$ cat src/rtl/ctx_stack_pkg.sv
package ctx_stack_pkg;

  typedef enum logic [2:0] {
    ST_IDLE,
    ST_PUSH_HI,
    ST_PUSH_LO,
    ST_POP_LO,
    ST_POP_HI,
    ST_POP_FIN
  } seq_state_e;

  typedef enum logic [1:0] {
    OP_CALL,
    OP_IRQ,
    OP_RET,
    OP_RETI
  } frame_op_e;

endpackage

$ cat src/rtl/ctx_rst_sync.sv
module ctx_rst_sync (
  input  logic clk_i,
  input  logic rst_ni,
  output logic rst_sync_no
);

  logic meta_q;
  logic sync_q;

  always_ff @(posedge clk_i or negedge rst_ni) begin
    if (!rst_ni) begin
      meta_q <= 1'b0;
      sync_q <= 1'b0;
    end else begin
      meta_q <= 1'b1;
      sync_q <= meta_q;
    end
  end

  assign rst_sync_no = sync_q;

endmodule

$ cat src/rtl/ctx_flag_bank.sv
module ctx_flag_bank #(
  parameter int NUM_LVL = 4,
  localparam int CTX_W = $clog2(NUM_LVL + 1)
) (
  input  logic             clk_i,
  input  logic             rst_ni,
  input  logic [CTX_W-1:0] cur_i,
  input  logic             upd_i,
  input  logic             ovf_i,
  input  logic             unf_i,
  input  logic             rest_we_i,
  input  logic [CTX_W-1:0] rest_idx_i,
  input  logic             rest_carry_i,
  input  logic             rest_sign_i,
  output logic             carry_o,
  output logic             sign_o
);

  logic [NUM_LVL:0] carry_vec;
  logic [NUM_LVL:0] sign_vec;

  for (genvar g = 0; g <= NUM_LVL; g++) begin : g_bank
    logic c_q, s_q, c_d, s_d, en;

    always_comb begin
      en  = 1'b0;
      c_d = c_q;
      s_d = s_q;
      if (rest_we_i && (rest_idx_i == CTX_W'(g))) begin
        en  = 1'b1;
        c_d = rest_carry_i;
        s_d = rest_sign_i;
      end else if (upd_i && (cur_i == CTX_W'(g))) begin
        en  = 1'b1;
        c_d = ovf_i;
        s_d = unf_i;
      end
    end

    always_ff @(posedge clk_i or negedge rst_ni) begin
      if (!rst_ni) begin
        c_q <= 1'b0;
        s_q <= 1'b0;
      end else if (en) begin
        c_q <= c_d;
        s_q <= s_d;
      end
    end

    assign carry_vec[g] = c_q;
    assign sign_vec[g]  = s_q;
  end

  assign carry_o = carry_vec[cur_i];
  assign sign_o  = sign_vec[cur_i];

endmodule

$ cat src/rtl/ctx_stack_seq.sv
module ctx_stack_seq
  import ctx_stack_pkg::*;
#(
  parameter int PC_W    = 13,
  parameter int DATA_W  = 8,
  parameter int ADDR_W  = 8,
  parameter int NUM_LVL = 4,
  parameter int MAX_LVL = 127,
  localparam int LVL_W   = (NUM_LVL > 1) ? $clog2(NUM_LVL) : 1,
  localparam int CTX_W   = $clog2(NUM_LVL + 1),
  localparam int DEP_W   = $clog2(MAX_LVL + 1),
  localparam int PC_HI_W = PC_W - DATA_W
) (
  input  logic              clk_i,
  input  logic              rst_ni,
  input  logic              call_i,
  input  logic              ret_i,
  input  logic              irq_i,
  input  logic              reti_i,
  input  logic [LVL_W-1:0]  irq_lvl_i,
  input  logic [PC_W-1:0]   pc_i,
  input  logic              carry_i,
  input  logic              sign_i,
  output logic              ram_we_o,
  output logic              ram_re_o,
  output logic [ADDR_W-1:0] ram_addr_o,
  output logic [DATA_W-1:0] ram_wdata_o,
  input  logic [DATA_W-1:0] ram_rdata_i,
  output logic [CTX_W-1:0]  cur_o,
  output logic              rest_we_o,
  output logic [CTX_W-1:0]  rest_idx_o,
  output logic              rest_carry_o,
  output logic              rest_sign_o,
  output logic              pc_load_o,
  output logic [PC_W-1:0]   pc_ret_o,
  output logic              busy_o,
  output logic              ovf_o
);

  localparam logic [ADDR_W-1:0] SP_TOP = {ADDR_W{1'b1}};

  seq_state_e        state_q, state_d;
  frame_op_e         op_q, op_d;
  logic [ADDR_W-1:0] sp_q, sp_d;
  logic [DEP_W-1:0]  dep_q, dep_d;
  logic              ovf_q, ovf_d;
  logic [DATA_W-1:0] hi_q, hi_d, lo_q, lo_d;
  logic [CTX_W-1:0]  tgt_q, tgt_d, cur_q, cur_d;
  logic [CTX_W-1:0]  ret_ctx_q [NUM_LVL+1];
  logic [CTX_W-1:0]  ret_ctx_d [NUM_LVL+1];
  logic              pc_load_q, pc_load_d;
  logic [PC_W-1:0]   pc_ret_q, pc_ret_d;

  always_comb begin
    state_d      = state_q;
    op_d         = op_q;
    sp_d         = sp_q;
    dep_d        = dep_q;
    ovf_d        = ovf_q;
    hi_d         = hi_q;
    lo_d         = lo_q;
    tgt_d        = tgt_q;
    cur_d        = cur_q;
    ret_ctx_d    = ret_ctx_q;
    pc_ret_d     = pc_ret_q;
    pc_load_d    = 1'b0;
    rest_we_o    = 1'b0;
    rest_idx_o   = ret_ctx_q[cur_q];
    rest_carry_o = ram_rdata_i[DATA_W-1];
    rest_sign_o  = ram_rdata_i[DATA_W-2];
    ram_we_o     = 1'b0;
    ram_re_o     = 1'b0;
    ram_addr_o   = sp_q;
    ram_wdata_o  = hi_q;
    unique case (state_q)
      ST_IDLE: begin
        if (irq_i || call_i) begin
          if (dep_q == DEP_W'(MAX_LVL)) begin
            ovf_d = 1'b1;
          end else begin
            state_d = ST_PUSH_HI;
            op_d    = irq_i ? OP_IRQ : OP_CALL;
            hi_d    = '0;
            hi_d[PC_HI_W-1:0] = pc_i[PC_W-1:DATA_W];
            if (irq_i) begin
              hi_d[DATA_W-1] = carry_i;
              hi_d[DATA_W-2] = sign_i;
              hi_d[DATA_W-3] = 1'b1;
            end
            lo_d  = pc_i[DATA_W-1:0];
            tgt_d = CTX_W'(irq_lvl_i) + CTX_W'(1);
          end
        end else if (reti_i && (cur_q != '0) && (dep_q != '0)) begin
          state_d = ST_POP_LO;
          op_d    = OP_RETI;
        end else if (ret_i && (dep_q != '0)) begin
          state_d = ST_POP_LO;
          op_d    = OP_RET;
        end
      end
      ST_PUSH_HI: begin
        ram_we_o = 1'b1;
        state_d  = ST_PUSH_LO;
      end
      ST_PUSH_LO: begin
        ram_we_o    = 1'b1;
        ram_addr_o  = sp_q - ADDR_W'(1);
        ram_wdata_o = lo_q;
        sp_d        = sp_q - ADDR_W'(2);
        dep_d       = dep_q + DEP_W'(1);
        state_d     = ST_IDLE;
        if (op_q == OP_IRQ) begin
          ret_ctx_d[tgt_q] = cur_q;
          cur_d            = tgt_q;
        end
      end
      ST_POP_LO: begin
        ram_re_o   = 1'b1;
        ram_addr_o = sp_q + ADDR_W'(1);
        state_d    = ST_POP_HI;
      end
      ST_POP_HI: begin
        ram_re_o   = 1'b1;
        ram_addr_o = sp_q + ADDR_W'(2);
        lo_d       = ram_rdata_i;
        state_d    = ST_POP_FIN;
      end
      ST_POP_FIN: begin
        pc_ret_d  = {ram_rdata_i[PC_HI_W-1:0], lo_q};
        pc_load_d = 1'b1;
        sp_d      = sp_q + ADDR_W'(2);
        dep_d     = dep_q - DEP_W'(1);
        state_d   = ST_IDLE;
        if (op_q == OP_RETI) begin
          cur_d     = ret_ctx_q[cur_q];
          rest_we_o = ram_rdata_i[DATA_W-3];
        end
      end
      default: state_d = ST_IDLE;
    endcase
  end

  always_ff @(posedge clk_i or negedge rst_ni) begin
    if (!rst_ni) begin
      state_q   <= ST_IDLE;
      op_q      <= OP_CALL;
      sp_q      <= SP_TOP;
      dep_q     <= '0;
      ovf_q     <= 1'b0;
      hi_q      <= '0;
      lo_q      <= '0;
      tgt_q     <= '0;
      cur_q     <= '0;
      ret_ctx_q <= '{default: '0};
      pc_load_q <= 1'b0;
      pc_ret_q  <= '0;
    end else begin
      state_q   <= state_d;
      op_q      <= op_d;
      sp_q      <= sp_d;
      dep_q     <= dep_d;
      ovf_q     <= ovf_d;
      hi_q      <= hi_d;
      lo_q      <= lo_d;
      tgt_q     <= tgt_d;
      cur_q     <= cur_d;
      ret_ctx_q <= ret_ctx_d;
      pc_load_q <= pc_load_d;
      pc_ret_q  <= pc_ret_d;
    end
  end

  assign cur_o     = cur_q;
  assign pc_load_o = pc_load_q;
  assign pc_ret_o  = pc_ret_q;
  assign busy_o    = (state_q != ST_IDLE);
  assign ovf_o     = ovf_q;

endmodule

$ cat src/rtl/ctx_stack_ctrl.sv
module ctx_stack_ctrl #(
  parameter int PC_W    = 13,
  parameter int DATA_W  = 8,
  parameter int ADDR_W  = 8,
  parameter int NUM_LVL = 4,
  parameter int MAX_LVL = 127,
  localparam int LVL_W  = (NUM_LVL > 1) ? $clog2(NUM_LVL) : 1,
  localparam int CTX_W  = $clog2(NUM_LVL + 1)
) (
  input  logic              clk_i,
  input  logic              rst_ni,
  input  logic              call_i,
  input  logic              ret_i,
  input  logic              irq_i,
  input  logic              reti_i,
  input  logic [LVL_W-1:0]  irq_lvl_i,
  input  logic [PC_W-1:0]   pc_i,
  input  logic              alu_upd_i,
  input  logic              alu_ovf_i,
  input  logic              alu_unf_i,
  output logic              ram_we_o,
  output logic              ram_re_o,
  output logic [ADDR_W-1:0] ram_addr_o,
  output logic [DATA_W-1:0] ram_wdata_o,
  input  logic [DATA_W-1:0] ram_rdata_i,
  output logic              pc_load_o,
  output logic [PC_W-1:0]   pc_ret_o,
  output logic              carry_o,
  output logic              sign_o,
  output logic              busy_o,
  output logic              stk_ovf_o
);

  logic             rst_sync_n;
  logic [CTX_W-1:0] cur;
  logic             rest_we;
  logic [CTX_W-1:0] rest_idx;
  logic             rest_carry;
  logic             rest_sign;

  ctx_rst_sync u_rst (
    .clk_i       (clk_i),
    .rst_ni      (rst_ni),
    .rst_sync_no (rst_sync_n)
  );

  ctx_stack_seq #(
    .PC_W    (PC_W),
    .DATA_W  (DATA_W),
    .ADDR_W  (ADDR_W),
    .NUM_LVL (NUM_LVL),
    .MAX_LVL (MAX_LVL)
  ) u_seq (
    .clk_i        (clk_i),
    .rst_ni       (rst_sync_n),
    .call_i       (call_i),
    .ret_i        (ret_i),
    .irq_i        (irq_i),
    .reti_i       (reti_i),
    .irq_lvl_i    (irq_lvl_i),
    .pc_i         (pc_i),
    .carry_i      (carry_o),
    .sign_i       (sign_o),
    .ram_we_o     (ram_we_o),
    .ram_re_o     (ram_re_o),
    .ram_addr_o   (ram_addr_o),
    .ram_wdata_o  (ram_wdata_o),
    .ram_rdata_i  (ram_rdata_i),
    .cur_o        (cur),
    .rest_we_o    (rest_we),
    .rest_idx_o   (rest_idx),
    .rest_carry_o (rest_carry),
    .rest_sign_o  (rest_sign),
    .pc_load_o    (pc_load_o),
    .pc_ret_o     (pc_ret_o),
    .busy_o       (busy_o),
    .ovf_o        (stk_ovf_o)
  );

  ctx_flag_bank #(
    .NUM_LVL (NUM_LVL)
  ) u_bank (
    .clk_i        (clk_i),
    .rst_ni       (rst_sync_n),
    .cur_i        (cur),
    .upd_i        (alu_upd_i),
    .ovf_i        (alu_ovf_i),
    .unf_i        (alu_unf_i),
    .rest_we_i    (rest_we),
    .rest_idx_i   (rest_idx),
    .rest_carry_i (rest_carry),
    .rest_sign_i  (rest_sign),
    .carry_o      (carry_o),
    .sign_o       (sign_o)
  );

endmodule

$ cat config.mk
export PLATFORM = sky130hd
export DESIGN_NAME = ctx_stack_ctrl
export DESIGN_NICKNAME = d
export VERILOG_FILES = /design/src/rtl/ctx_stack_pkg.sv /design/src/rtl/ctx_rst_sync.sv /design/src/rtl/ctx_flag_bank.sv /design/src/rtl/ctx_stack_seq.sv /design/src/rtl/ctx_stack_ctrl.sv
export SDC_FILE = /design/constraint.sdc
export NUM_CORES = 1
export LEC_CHECK = 0
export BUFFER_PORTS_ARGS = -buffer_cell sky130_fd_sc_hd__buf_2
export CAP_MARGIN = 20
export CORE_MARGIN = 2
export CORE_UTILIZATION = 40
export DETAILED_ROUTE_END_ITERATION = 10
export MAX_ROUTING_LAYER = met4
export PLACE_DENSITY = 0.68
export SETUP_SLACK_MARGIN = 0.1
export SYNTH_ARGS = -nofsm -noshare
export SYNTH_HDL_FRONTEND = slang
export SYNTH_SLANG_ARGS = --single-unit
$ cat constraint.sdc
create_clock -name clk_i -period 2.41 [get_ports clk_i]
set_input_delay 0.482 -clock clk_i [delete_from_list [all_inputs] [get_ports clk_i]]
set_output_delay 0.482 -clock clk_i [all_outputs]
set_load 0.1 [all_outputs]
Yosys cells after proc, flatten, opt, wreduce, memory -nomap -nowiden
Cells that the tools add are included.

word-level totals
  output and inout bits = 36
  input bits = 32
  register bits after elaboration = 84
  word-level logic and storage cells = 174

operators by class
  eq/ne operators = 23
  multiplexer cells = 66
  add/sub/neg operators = 7
  reduce and logical (&&, ||, !) cells = 43
  magnitude comparators = 4
  bitwise logic cells = 3

operator list
  cell                                                                    count
  1-bit 2-to-1 mux                                                        38
  8-bit case mux with 2 select lines                                      2
  3-bit 2-to-1 mux                                                        10
  8-bit 2-to-1 mux                                                        3
  8-bit case mux with 3 select lines                                      1
  3-bit by 2-bit equality test with 1-bit output (second input constant)  6
  15-bit bitwise mux                                                      1
  3-bit AND reduction                                                     5
  1-bit logical AND                                                       14
  7-bit case mux with 2 select lines                                      1
  2-bit AND reduction                                                     7
  2-bit nonzero test                                                      7
  3-bit equality test (second input constant)                             4
  3-bit case mux with 4 select lines                                      1
  3-bit binary-select mux with 3-bit select                               1
  3-bit demux with 3-bit select                                           1
  3-bit by 1-bit equality test with 1-bit output (second input constant)  3
  3-bit logical NOT                                                       3
  3-bit nonzero test                                                      3
  8-bit by 1-bit adder with 8-bit output (second input constant)          1
  8-bit by 2-bit adder with 8-bit output (second input constant)          1
  4-bit >= comparator (second input constant)                             2
  2-bit 2-to-1 mux                                                        4
  3-bit inverter with 4-bit output                                        2
  20 further kinds                                                        25

Logic depth before layout (Yosys ltp)
  depth in word-level cells = 8
  mapped depth = 9
  gate-level depth less buffers = 7

Hierarchy
From an unflattened synthesis, not the netlist that was laid out.

unflattened totals
  cells, all modules = 401
  area total of the unflattened synthesis = 4274.1 µm²

modules (own cells, without submodules)
  module         sequential area each (µm²)  area an instance (µm²)  cells an instance  instances
  ctx_stack_seq  1785.5                      3569.7                  338                1
  ctx_flag_bank  250.2                       650.6                   60                 1
  ctx_rst_sync   50.0                        53.8                    3                  1

Worst setup path after synthesis
Ideal clock, no wire load.

  kind = reg-to-output
  start point = register u_seq.state_q[0]
  end point = output port ram_addr_o[2]
  arrival time = 3865 ps
  stages on the path, launching flop included = 8
  slack = -1937 ps
  data required time = 1928 ps
  buffers on the path = 2
  path through = dfrtp_1 buf_4 nor2_1 and2_1 buf_2 a21oi_2 inv_1 o21ai_0

on the way
  longest elaborated chain between the ends = 2
  elaborated cells between the ends (all ways) = 4
  those cells by class = 3 x eq/ne; 1 x mux

RTL lines
  what                                                                                   line                  RTL
  start, declared                                                                        ctx_stack_seq.sv:42   seq_state_e state_q, state_d;
  start signal, assigned                                                                 ctx_stack_seq.sv:158  state_q <= state_d;
  3-bit equality test or 3-bit by 2-bit equality test with 1-bit output (tied branches)  ctx_stack_seq.sv:75   unique case (state_q)
  8-bit case mux with 3 select lines *                                                   ctx_stack_seq.sv:75
  end, declared                                                                          ctx_stack_ctrl.sv:23  output logic [ADDR_W-1:0] ram_addr_o,

Every way passes the cells marked *; elsewhere a longest branch is shown, timed or not.

Worst setup path after layout
  start point = register u_seq.state_q[1]
  end point = output port ram_addr_o[2]

Same word-level chain as after synthesis.

==> impl_metrics.ini <==
[layout]
nets = 564
multi_input_area_um2 = 2340
instances_no_fill = 669
layout-drive-gt1-share_pct = 43.3
regArea_um2 = 2100
n_antenna_cell = 0
fillers = 882
area_growth_pct = 34.1

[cts]
htreeDepth = 3
clkTransAtPathRegs_ns = 0.10
cts_inserted_buffers = 9
cts_root_buf = clkbuf_8
clk_latency_ns = 0.37
cts_tree = built
ctsLongestPathBuffers = 2
cts_sinks = 83

[logic_synthesis]
synth_area_um2 = 4300
synth_edf_count = 0
ys_seq_area_share_pct = 48.5
synthCells = 425
ys.warnings.count = 0
ys.flop_type = dfrtp_1
ys_types = 54
ys_ff_latch = 83
postSynth.asyncResetShare_pct = 100
avgSynthCellArea_um2 = 10.1
syn_nets = 461

[timing]
hold_violations = 0
slew_violations = 0
rsz0062_at_grt = true
period_share_pct = 98.2
finalCriticalPeriod_ns = 2.37
max_freq_mhz = 423
skew_ns = 0.0132
setup_viol = 0
worstMarginPinSlew_ns = 0.587
relSlewSlack_pct = 60.9

[critical_path]
path_class = reg2out
cp_cell_sequence = nor2_4 -> and2_4 -> a21oi_4 -> clkinvlp_4 -> buf_6 -> o21ai_4 -> buf_12
cp_slowest_stage_delay_ns = 0.43
worstPathRequired_ns = 1.93
slowest_stage = dfrtp_2
cp_data_arrival_time_ns = 1.88
cp-start-kind = flop
cp-end-kind = output pin
critical_path_peak_fanout = 5
reg2reg_slack_ns = 0.14

[detailed_routing]
vias = 3562
wl_per_cell_um = 16.0
drtIter0Drc = 156
drtPass1Iterations = 5
drc = 0
wl_mm = 10.7
viasPerCell = 5.32
drtAntennaViolNets = 0

[global_routing]
first_global_vias = 3582
antenna_found_initial = 0
grt_max_degree = 43
grt_remaining_overflow = 0
track_usage_pct = 19.6
grt_pass1_wl_mm = 17.1

[placement]
dp.cells = 626
dpl.hpwl_mm = 7.31
routabilityCongestion = 0.861
io_buffers = 67

[floorplan]
die_x_um = 108
rows = 37
initial_utilization_pct = 41.5
coreArea_um2 = 10400
ioPinCount = 68
die_h_um = 108
dieArea_um2 = 11600

[min_path]
hp-class = in2reg

[flow_run]
max_cap_viol_count = 0

[outcome]
outcome = completed
-- area by class of cell --
class | instances | area share, %
clock buffer | 9 | 2.15
clock inverter | 7 | 1.04
inverter | 10 | 0.715
multi-input combinational | 314 | 40.5
sequential | 83 | 36.3
tap | 136 | 2.95
timing repair buffer | 110 | 16.3
-- path summary, 6_finish.rpt --
kind / from / to / depth (start not counted)
setup / recovery: u_seq.state_q[1] / ram_addr_o[2] / 7
hold / removal: ram_rdata_i[2] / u_seq.pc_ret_o[10] / 3
setup reg to reg: u_seq.state_q[2] / u_bank.g_bank[2].c_q / 7
hold reg to reg: u_rst.rst_sync_no / u_seq.ovf_o / 0
max in group asynchronous: u_rst.rst_sync_no / u_seq.cur_o[0] / 1
min in group asynchronous: u_rst.rst_sync_no / u_seq.ovf_o / 0
-- cells in the final DEF (no fill, tap or decap), types with 4 or more instances in the layout --
master / instances
buf_2: 49
xnor2_1: 10
nand2_2: 15
nor3_1: 5
dfrtp_2: 6
xor2_1: 4
o21ai_0: 19
dfrtp_1: 69
nand3_1: 8
a21oi_1: 10
xor2_4: 4
buf_6: 5
clkinvlp_4: 4
buf_4: 37
a31oi_1: 4
clkbuf_8: 9
nor2_1: 18
dfstp_2: 7
mux2i_1: 19
nand2_1: 81
mux2_2: 44
o21a_1: 4
buf_12: 16
inv_1: 9
-- sequential cells by signal, summed over array words and instances (netlist names), 2 cells and up --
signal and flops:
u_bank.g_bank.c_q 5, u_bank.g_bank.s_q 5, u_seq.cur_o 3, u_seq.dep_q 7
u_seq.hi_q 8, u_seq.lo_q 8, u_seq.op_q 2, u_seq.pc_ret_o 13
u_seq.ret_ctx_q 15, u_seq.sp_q 7, u_seq.state_q 3, u_seq.tgt_q 3
-- Yosys cell counts, types with 2 or more instances --
cell	n	area, um2
nand3b_1	2	15.0
xnor2_1	12	105
xor2_1	8	70.1
inv_1	10	37.5
a21oi_1	12	60.1
and3_1	4	25.0
a211oi_1	3	22.5
or4_1	2	15.0
buf_2	4	20.0
clkbuf_1	10	37.5
o21a_1	4	30.0
o22a_1	2	17.5
nor3_1	6	30.0
and2_1	4	25.0
nor2b_1	2	12.5
dfstp_2	7	184
nand2_1	96	360
or3_1	3	18.8
buf_4	3	22.5
mux2_2	44	495
mux2i_1	19	190
nand2b_1	2	12.5
nor2_1	21	78.8
a22oi_1	2	15.0
nand3_1	10	50.1
nand4_1	3	18.8
o21ai_0	20	100
ha_1	4	50.1
dfrtp_1	76	1900
nor3b_2	3	37.5
a31oi_1	4	25.0
-- through the flow --
| stage | worst slack, ns | hold WS, ns | util, % | TNS, ns | instance area, um2 |
|---|---|---|---|---|---|
| after floorplan | -0.347 | 0.186 | - | -0.722 | 4450 |
| after global placement | 0.238 | 0.267 | 50.3 | 0 | 5210 |
| after detailed placement | 0.169 | 0.270 | 50.3 | 0 | 5210 |
| after CTS | 0.0493 | 0.304 | 54.2 | 0 | 5620 |
| after global routing | -0.0480 | 0.307 | 55.7 | -0.110 | 5770 |
| final | 0.0446 | 0.310 | 55.7 | 0 | 5770 |
-- worst max-delay path, delay by kind of cell (launching register included) --
family | cells | cell delay (ns)
AND/OR/NAND/NOR | 2 | 0.23
flip-flops | 1 | 0.43
buffers and inverters | 3 | 0.50
AO/OA/AOI/OAI | 2 | 0.36
-- routing by layer --
metal | GRT usage [%] | share of wire (%)
met2 | 34.5 | 51
met5 | - | 0
met3 | 3.45 | 4.7
met4 | 6.04 | 1.5
met1 | 22.9 | 42
-- repair_timing --
item / in CTS / in global routing
gates cloned: 1 / 0
setup buffers: 18 / 7
pin swaps: 5 / 3
endpoints found under the hold margin: 2 / 0
endpoints found under the setup margin: 17 / 17
hold buffers: 1 / 0
gates resized for setup: 21 / 31
-- cells by family after synthesis --
kind of cell	count (synthesis)	synth area share, %
AO/OA/AOI/OAI	58	8.34
XOR/XNOR	20	4.07
adder cells (fa/ha/maj)	4	1.16
buffers and inverters	29	3.08
flip-flops	83	48.5
multiplexers	63	15.9
other	1	0.0871
AND/OR/NAND/NOR	167	18.9
Power is left out: the tool's default activity adds up to more than one toggle a clock period on the data nets, which glitch-free logic cannot reach.
